## src/rtl/lpm_pkg.sv

```systemverilog
// Package: shared state and mode encodings for the deep sleep entry sequencer.
// Assumes: nothing; pure type definitions.
package lpm_pkg;

    // Power mode codes seen on the pwr_mode port
    typedef enum logic [1:0] {
        PM_ACTIVE = 2'd0,
        PM_LP0    = 2'd1,
        PM_LP3    = 2'd2,
        PM_LP4    = 2'd3
    } pmode_t;

    // Sequencer states
    typedef enum logic [2:0] {
        ST_RUN    = 3'd0,
        ST_FREEZE = 3'd1,
        ST_CHECK  = 3'd2,
        ST_SUPPLY = 3'd3,
        ST_DEEP   = 3'd4,
        ST_LIGHT  = 3'd5
    } seq_state_t;

endpackage

```

## src/rtl/lpm_clk_check.sv

```systemverilog
// Module: clock policy check. Flags any pending clock request outside the
// set allowed in deep sleep and picks the deeper variant when both the
// real-time clock and the watchdog are off.
// Assumes: ALLOW_MASK has one bit per clock, 1 meaning allowed in deep sleep.
module lpm_clk_check #(
    parameter int               NCLK       = 5,
    parameter logic [NCLK-1:0]  ALLOW_MASK = 5'b00011
) (
    input  logic [NCLK-1:0] clk_req,
    input  logic            rtc_en,
    input  logic            wdt_en,
    output logic            violation,
    output logic            pick_deeper
);

    logic [NCLK-1:0] bad_req;

    // Per-clock violation: requested but not on the allowed list
    genvar g;
    generate
        for (g = 0; g < NCLK; g++) begin : g_clk
            assign bad_req[g] = clk_req[g] & ~ALLOW_MASK[g];
        end
    endgenerate

    // Reduce violations and decide the deep variant
    always_comb begin
        violation   = |bad_req;
        pick_deeper = ~rtc_en & ~wdt_en;
    end

endmodule

```

## src/rtl/lpm_wake_qual.sv

```systemverilog
// Module: wakeup qualifier. A pin event counts only for pins in plain GPIO
// function with their interrupt enable set; a peripheral interrupt always counts.
// Assumes: pin events are already synchronous to clk.
module lpm_wake_qual #(
    parameter int NPIN = 4
) (
    input  logic [NPIN-1:0] pin_evt,
    input  logic [NPIN-1:0] pin_sel0,
    input  logic [NPIN-1:0] pin_sel1,
    input  logic [NPIN-1:0] pin_ie,
    input  logic            periph_irq,
    output logic            wake
);

    logic [NPIN-1:0] pin_ok;

    // Per-pin qualification
    genvar g;
    generate
        for (g = 0; g < NPIN; g++) begin : g_pin
            assign pin_ok[g] = pin_evt[g] & pin_ie[g] & ~pin_sel0[g] & ~pin_sel1[g];
        end
    endgenerate

    // Combine qualified pins with the peripheral interrupt
    always_comb wake = periph_irq | (|pin_ok);

endmodule

```

## src/rtl/lpm_flag_reg.sv

```systemverilog
// Module: sticky invalid-clock flag with write-one-to-clear and a one-cycle
// interrupt pulse when set while enabled.
// Assumes: set_i is a single-cycle strobe; a set wins over a clear in the same cycle.
module lpm_flag_reg (
    input  logic clk,
    input  logic rst_n,
    input  logic set_i,
    input  logic clr_i,
    input  logic ie_i,
    output logic flag_o,
    output logic irq_o
);

    // Sticky flag register
    always_ff @(posedge clk) begin
        if (!rst_n)     flag_o <= 1'b0;
        else if (set_i) flag_o <= 1'b1;
        else if (clr_i) flag_o <= 1'b0;
    end

    // Interrupt pulse, one cycle per set strobe
    always_ff @(posedge clk) begin
        if (!rst_n) irq_o <= 1'b0;
        else        irq_o <= set_i & ie_i;
    end

endmodule

```

## src/rtl/lpm_seq_fsm.sv

```systemverilog
// Module: entry/exit state machine. Accepts a request only when running,
// freezes registers and requests for the transition, decides at the check
// state, runs the supply handshake and handles wakeup from any sleep state.
// Assumes: violation/pick_deeper are stable while in ST_CHECK.
module lpm_seq_fsm
    import lpm_pkg::*;
(
    input  logic       clk,
    input  logic       rst_n,
    input  logic       entry_req,
    input  logic [1:0] active_mode_id,
    input  logic       force_entry,
    input  logic       inv_clk_ie,
    input  logic       violation,
    input  logic       pick_deeper,
    input  logic       supply_ack,
    input  logic       wake,
    output logic       refuse_strobe,
    output logic       busy,
    output logic       reg_lock,
    output logic       req_hold,
    output logic       supply_req,
    output logic [1:0] pwr_mode,
    output logic [1:0] resume_mode
);

    seq_state_t state_q, state_d;
    pmode_t     deep_q;
    logic [1:0] resume_q;
    logic       refused;

    // Refusal condition evaluated at the check state
    always_comb refused = (state_q == ST_CHECK) && violation && !force_entry;

    // Next-state selection
    always_comb begin
        state_d = state_q;
        unique case (state_q)
            ST_RUN:    if (entry_req) state_d = ST_FREEZE;
            ST_FREEZE: state_d = ST_CHECK;
            ST_CHECK: begin
                if (refused) state_d = inv_clk_ie ? ST_RUN : ST_LIGHT;
                else         state_d = ST_SUPPLY;
            end
            ST_SUPPLY: if (supply_ack) state_d = ST_DEEP;
            ST_DEEP:   if (wake) state_d = ST_RUN;
            ST_LIGHT:  if (wake) state_d = ST_RUN;
            default:   state_d = ST_RUN;
        endcase
    end

    // State register
    always_ff @(posedge clk) begin
        if (!rst_n) state_q <= ST_RUN;
        else        state_q <= state_d;
    end

    // Capture the active mode identifier when a request is accepted
    always_ff @(posedge clk) begin
        if (!rst_n)                                resume_q <= 2'd0;
        else if (state_q == ST_RUN && entry_req)   resume_q <= active_mode_id;
    end

    // Record the deep variant when the check lets entry proceed
    always_ff @(posedge clk) begin
        if (!rst_n)                                deep_q <= PM_LP3;
        else if (state_q == ST_CHECK && !refused)  deep_q <= pick_deeper ? PM_LP4 : PM_LP3;
    end

    // Output decode from state
    always_comb begin
        busy          = (state_q == ST_FREEZE) || (state_q == ST_CHECK) || (state_q == ST_SUPPLY);
        reg_lock      = busy;
        req_hold      = busy;
        supply_req    = (state_q == ST_SUPPLY);
        refuse_strobe = refused;
        resume_mode   = resume_q;
        unique case (state_q)
            ST_DEEP:  pwr_mode = deep_q;
            ST_LIGHT: pwr_mode = PM_LP0;
            default:  pwr_mode = PM_ACTIVE;
        endcase
    end

endmodule

```

## src/rtl/lpm_entry_seq.sv

```systemverilog
// Module: top of the deep sleep entry sequencer. Joins the clock policy
// check, the wakeup qualifier, the sticky flag and the state machine.
// Assumes: all inputs are synchronous to clk; supply_ack only while supply_req.
module lpm_entry_seq #(
    parameter int              NCLK       = 5,
    parameter int              NPIN       = 4,
    parameter logic [NCLK-1:0] ALLOW_MASK = 5'b00011
) (
    input  logic            clk,
    input  logic            rst_n,
    input  logic            entry_req,
    input  logic [1:0]      active_mode_id,
    input  logic            force_entry,
    input  logic            inv_clk_ie,
    input  logic            inv_clk_clr,
    input  logic            rtc_en,
    input  logic            wdt_en,
    input  logic [NCLK-1:0] clk_req,
    input  logic            supply_ack,
    input  logic            periph_irq,
    input  logic [NPIN-1:0] pin_evt,
    input  logic [NPIN-1:0] pin_sel0,
    input  logic [NPIN-1:0] pin_sel1,
    input  logic [NPIN-1:0] pin_ie,
    output logic            busy,
    output logic            reg_lock,
    output logic            req_hold,
    output logic            supply_req,
    output logic [1:0]      pwr_mode,
    output logic [1:0]      resume_mode,
    output logic            inv_clk_flag,
    output logic            inv_clk_irq
);

    logic violation, pick_deeper, wake, refuse_strobe;

    lpm_clk_check #(.NCLK(NCLK), .ALLOW_MASK(ALLOW_MASK)) u_clk_check (
        .clk_req     (clk_req),
        .rtc_en      (rtc_en),
        .wdt_en      (wdt_en),
        .violation   (violation),
        .pick_deeper (pick_deeper)
    );

    lpm_wake_qual #(.NPIN(NPIN)) u_wake (
        .pin_evt    (pin_evt),
        .pin_sel0   (pin_sel0),
        .pin_sel1   (pin_sel1),
        .pin_ie     (pin_ie),
        .periph_irq (periph_irq),
        .wake       (wake)
    );

    lpm_flag_reg u_flag (
        .clk    (clk),
        .rst_n  (rst_n),
        .set_i  (refuse_strobe),
        .clr_i  (inv_clk_clr),
        .ie_i   (inv_clk_ie),
        .flag_o (inv_clk_flag),
        .irq_o  (inv_clk_irq)
    );

    lpm_seq_fsm u_fsm (
        .clk            (clk),
        .rst_n          (rst_n),
        .entry_req      (entry_req),
        .active_mode_id (active_mode_id),
        .force_entry    (force_entry),
        .inv_clk_ie     (inv_clk_ie),
        .violation      (violation),
        .pick_deeper    (pick_deeper),
        .supply_ack     (supply_ack),
        .wake           (wake),
        .refuse_strobe  (refuse_strobe),
        .busy           (busy),
        .reg_lock       (reg_lock),
        .req_hold       (req_hold),
        .supply_req     (supply_req),
        .pwr_mode       (pwr_mode),
        .resume_mode    (resume_mode)
    );

endmodule

```

## config.mk

```make
export PLATFORM = sky130hd
export DESIGN_NAME = lpm_entry_seq
export DESIGN_NICKNAME = d
export VERILOG_FILES = /design/src/rtl/lpm_pkg.sv /design/src/rtl/lpm_clk_check.sv /design/src/rtl/lpm_wake_qual.sv /design/src/rtl/lpm_flag_reg.sv /design/src/rtl/lpm_seq_fsm.sv /design/src/rtl/lpm_entry_seq.sv
export SDC_FILE = /design/constraint.sdc
export NUM_CORES = 1
export LEC_CHECK = 0
export ABC_AREA = 1
export BUFFER_PORTS_ARGS = -buffer_cell sky130_fd_sc_hd__buf_2
export CAP_MARGIN = 25
export CORE_MARGIN = 4
export CORE_UTILIZATION = 34
export CTS_CLUSTER_SIZE = 10
export DETAILED_ROUTE_END_ITERATION = 6
export GPL_TIMING_DRIVEN = 0
export PLACE_DENSITY = 0.77
export SYNTH_ARGS = -nofsm -noshare
export SYNTH_HDL_FRONTEND = slang
export SYNTH_HIERARCHICAL = 1
export SYNTH_SLANG_ARGS = --single-unit
```

## constraint.sdc

```tcl
create_clock -name clk -period 1.15 [get_ports clk]
set_clock_uncertainty 0.2 [all_clocks]
set_input_delay 0.115 -clock clk [delete_from_list [all_inputs] [get_ports clk]]
set_output_delay 0.115 -clock clk [all_outputs]
set_load 0.01 [all_outputs]
```

==> After elaboration in Yosys (flattened, before gate mapping) <==
Index checks and enable logic that the tools add are counted.
{ "totals": {"n_memories": 0, "latchBits": 0, "ff_bits": 9, "out_inout_bits": 10, "romBits": 0, "mem_bits_rw": 0, "elab_cells": 62, "inputBits": 33} }
{ "classes": {"n_reduce_logical": 14, "eq_ne": 8, "mux": 10, "n_mul": 0, "n_shift": 0, "n_div": 0, "order_cmp": 0, "n_addsub": 0, "bitwise": 25} }
{ "op_table": {"columns": ["op", "count"], "rows": [
  ["$mux W3", 5],
  ["$pmux W3 S5", 1],
  ["$and A1 B1 Y1", 14],
  ["$not A1 Y1", 10],
  ["$eq A3 B2 Y1 const B", 2],
  ["$eq A3 B3 Y1 const B", 2],
  ["$logic_and A1 B1 Y1", 4],
  ["$ne A2 B2 Y1 const B", 2],
  ["$pmux W2 S2", 1],
  ["$reduce_or A4 Y1", 1],
  ["$eq A3 B1 Y1 const B", 1],
  ["$logic_not A3 Y1", 1],
  ["$mux W1", 3],
  ["$reduce_and A3 Y1", 1],
  ["$reduce_or A3 Y1", 1],
  ["$logic_not A1 Y1", 2],
  ["$logic_or A1 B1 Y1", 2],
  ["$ne A2 B1 Y1 const B", 1],
  ["$reduce_bool A2 Y1", 1],
  ["$reduce_or A2 Y1", 1],
  ["$or A1 B1 Y1", 1]
]} }

==> Logic depth before layout (Yosys ltp) <==
{ "logic_depth": {"depth_word": 7, "ltp_mapped": 11, "mapped_depth_nobuf": 11} }

==> By module <==
The synthesis kept the hierarchy.
{ "by_module_without_submodules": {"columns": ["module", "area_each_um2", "n_inst", "seq_area_each_um2", "cells_each"], "rows": [
  ["lpm_seq_fsm", 401.6, 1, 120.1, 62],
  ["lpm_wake_qual", 67.6, 1, 0.0, 16],
  ["lpm_flag_reg", 66.3, 1, 40.0, 8],
  ["lpm_clk_check", 15.0, 1, 0.0, 4]
]} }

==> Worst setup path after synthesis <==
No wires, ideal clock.
{ "synth_path": {"path_kind": "reg2reg", "startpoint": "reg u_fsm.state_q[0]", "endpoint": "reg u_fsm.state_q[0]", "setup_ps": 114, "arrival_time_ps": 941, "setup_slack_ps": -105, "synth_period_minus_slack_ps": 1255, "path_buffers": 1, "required_ps": 836, "stages_incl_launch_ff": 9, "path_cell_list": "dfxtp_1 > buf_6 > nand2_2 > nor2_2 > nand2_2 > nand2_1 > nor2_1 > nand2_1 > a21oi_2"} }
{ "synth_between": {"word_cells_on_any_way": 15, "classes_between": "eq/ne (8); mux (2); reduce/logical (5)"} }
{ "synth_lines": {"columns": ["element", "line", "text"], "rows": [
  ["start: declaration", "lpm_seq_fsm.sv:27", "seq_state_t state_q, state_d;"],
  ["start signal: assignment", "lpm_seq_fsm.sv:55", "else state_q <= state_d;"],
  ["$eq A3 B2 Y1 *", null, null],
  ["net supply_req", "lpm_entry_seq.sv:28", "output logic supply_req,"],
  ["$ne A2 B2 Y1 (no line)", null, null],
  ["$reduce_and A3 Y1 (no line)", null, null]
]} }
The timed path passes the listed nets; every way through them passes the cells marked *.
A chain may end at the register's enable or synchronous reset.

==> Worst setup path after layout <==
{ "layout_path": {"startpoint": "reg u_fsm.state_q[1]", "endpoint": "out req_hold"} }
{ "layout_between": {"elab_chain_len": 3, "word_cells_on_any_way": 5, "classes_between": "eq/ne (3); reduce/logical (2)"} }
{ "layout_rtl": {"columns": ["element", "line", "text"], "rows": [
  ["$eq A3 B1 Y1 / $eq A3 B2 Y1 (equally long branches)", "lpm_seq_fsm.sv:72", "busy = (state_q == ST_FREEZE) || (state_q == ST_CHECK) || (state_q == ST_SUPPLY);"],
  ["$logic_or A1 B1 Y1", "lpm_seq_fsm.sv:72", null],
  ["$logic_or A1 B1 Y1 *", "lpm_seq_fsm.sv:72", null],
  ["end: declaration", "lpm_entry_seq.sv:27", "output logic req_hold,"]
]} }
Every way passes the cells marked *; elsewhere a longest branch is shown, timed or not.

==> metrics.csv <==
metric;value;unit
status;complete, but fails checks;
failing checks;setup timing;
number of max-cap violations;0;
P_sw;0.711;mW
sequential share of power;25.5;%
WP data arrival;1.05;ns
Mean Syn Cell Area;6.12;um^2
setup TNS;-1.76;ns
most frequent cells in the layout;36 x buf_2, 21 x nand2_1, 16 x inv_1;
final hold vios;0;
Routed WL per cell;10.5;um
Yosys warning count;6;
Yosys reg bits;8;
antenna cell count;0;
unrepaired setup endpoints after global routing;true;
H-tree Lvls;1;
CP peak stage delay;0.37;ns
DR pass1 iterations;2;
internal power;1.06;mW
crit path time final;1.36;ns
top-area cell type share of the netlist area;29.1;%
CTS tree;yes;
WHS Path Cells;6;
CTS max path bufs;2;
Routed WL;1710;um
# IOs;43;
Final WS setup;-0.213;ns
CP Data Required Time;0.83;ns
die extent in y;48.2;um
synthesized instance count;90;
Worst path top cell family by delay;flip-flops;
max-slew violations;0;
Area Overhead vs Synth;84.1;%
R2R Path End;u_fsm/state_q[2];
Crit Path Max Fanout;4;
sequential area share after synthesis;29.1;%
Least-Margin Pin Slew;0.197;ns
area of the multi-input gates;347;um^2
die width;48.2;um
pre-CTS setup slack;-0.155;ns
Skew-Pair Late Insertion Delay;0.26;ns
final setup fails;14;
core area;0.00152;mm^2
via density per instance;4.52;
Routability Congestion;0.736;
Final nets;181;
reg2reg start;u_fsm/state_q[2];
drt first-iter violations;7;
largest net degree at the start of global routing;7;
Min-Delay Endpoint;u_fsm/state_q[1];
library cells used by synthesis;18;
Buf/Inv on CP;2;
initial core utilization;36.1;%
Min-Delay Path Class;input pin to flop;
cell area after synthesis;551;um^2
fillers;126;
Reg area;171;um^2
r2r worst-path depth;7;
initial antenna violation count;0;
Sink Count;8;
Syn Nets;123;
Clk pwr share;12.4;%
startpoint types;flop;
clk slew on worst S/H paths;0.06;ns
peak supply drop;897;uV
PortBufs;40;
r2r setup slk;-0.17;ns
cts bufs inserted;3;
vias in the first global route;600;
top cells by area, synth;dfxtp_1 29%, nand2_1 16%, inv_1 11%;
Synth area leader;dfxtp_1;
row count;14;
Die Area;0.00233;mm^2
logic gate share of total power;62.1;%
total gr overflow;0;
Slowest cell on crit path;dfxtp_4;
DRC errors left;0;
Static Leakage;0.571;nW
DPL Wire Length;1170;um
CP Cell Sequence;nor2_4 > nor2_4 > buf_6 > buf_6;
Crit Path Class;flop to output pin;
DRT antenna net count;0;
via count;733;
Total GRT Usage;13.7;%
total power;1.77;mW
clk root buf;clkbuf_4;
worst hold slack;0.0450;ns
min-delay src;supply_ack;
Worst slew margin;86.8;%
fin crit share;118;%
share of cells above drive strength 1;52.1;%
commonest non-fill, non-tap cell in the layout;buf_2;
endpoint type of the worst setup path;output pin;
Sw Ratio;40.1;%
fmax;0.734;GHz
power density cells;1750;mW/mm^2
first-pass GRT wire length;2290;um
-- layout make-up --
class                           instances  share of cell area, %
Multi-Input combinational cell         61                   34.2
Sequential cell                         8                   16.9
Clock buffer                            3                   2.22
Inverter                               18                   7.16
Tap cell                               16                   1.98
Buffer                                  2                   2.22
Timing Repair Buffer                   54                   35.3
-- power by group through the flow --
| stage | Clock (mW) | Combinational, mW | Sequential [mW] |
|---|---|---|---|
| after floorplan | 0 | 0.519 | 0.400 |
| after global placement | 0 | 0.733 | 0.389 |
| after detailed placement | 0 | 0.752 | 0.392 |
| after CTS | 0.222 | 1.06 | 0.410 |
| after global routing | 0.227 | 1.21 | 0.456 |
| final | 0.220 | 1.10 | 0.452 |
-- routing by layer --
| layer | global-route usage [%] | vias to the layer above | routed length (um) |
|---|---|---|---|
| li1 | - | 388 | - |
| met1 | 17.4 | 313 | 644 |
| met2 | 22.9 | 28 | 903 |
| met3 | 1.48 | 4 | 123 |
| met4 | 6.45 | 0 | 36 |
| met5 | 0 | - | 0 |
-- synth_stat cells, drive strengths merged --
| library cell | count |
|---|---|
| nand3b | 1 |
| buf | 3 |
| dfxtp | 8 |
| nor2 | 15 |
| inv | 18 |
| o21ai | 3 |
| a21oi | 5 |
| nand2 | 26 |
| nand3 | 8 |
| nor3 | 3 |
-- metrics by stage --
stage          cell area (um^2)  instances  utilization (%)
4_1_cts                     972        160             63.8
3_3_place_gp                776        146             50.9
5_1_grt                    1010        162             66.5
3_5_place_dp                776        146             50.9
2_1_floorplan               556         90                -
6_report                   1010        162             66.5
-- tightest hold or removal path: stages --
cell and delay [ns]:
buf_2 0.07, inv_1 0.04, nand2_2 0.08, nand3_1 0.07, nand2_1 0.06, inv_1 0.03
-- state kept, by name, indices dropped and copies added (netlist names) --
register	cells
u_fsm/state_q	3
u_fsm/resume_mode	2
u_flag/flag_o	1
u_flag/irq_o	1
u_fsm/deep_q	1
-- worst max-delay path by stage --
stage                           from  slack [ns]  cells after the start                to
finish              u_fsm/state_q[1]       -0.21                      4          req_hold
global route        u_fsm/state_q[1]       -0.25                      4          req_hold
CTS                 u_fsm/state_q[0]       -0.27                      5          req_hold
detailed placement        pin_evt[2]       -0.15                     12  u_fsm/state_q[2]
global placement          pin_evt[0]       -0.12                     11  u_fsm/state_q[0]
floorplan           u_fsm/state_q[0]       -0.06                      4          reg_lock
-- cells by family (layout without fill, tap and decap cells) --
kind of cell / after synthesis / after routing / synth area share [%]
compound gates: 8 / 8 / 7.95
buf+inv: 21 / 77 / 17.0
flops: 8 / 8 / 29.1
simple gates: 53 / 53 / 45.9
-- repair_timing --
| action | in CTS | in global routing |
|---|---|---|
| pin swaps | 6 | 8 |
| setup buffers | 3 | 3 |
| endpoints found under the hold margin | 7 | 0 |
| setup endpoints to repair | 14 | 14 |
| hold buffers | 8 | 0 |
| resized for setup | 22 | 9 |
Note: power is estimated with default switching activity, not from simulation.
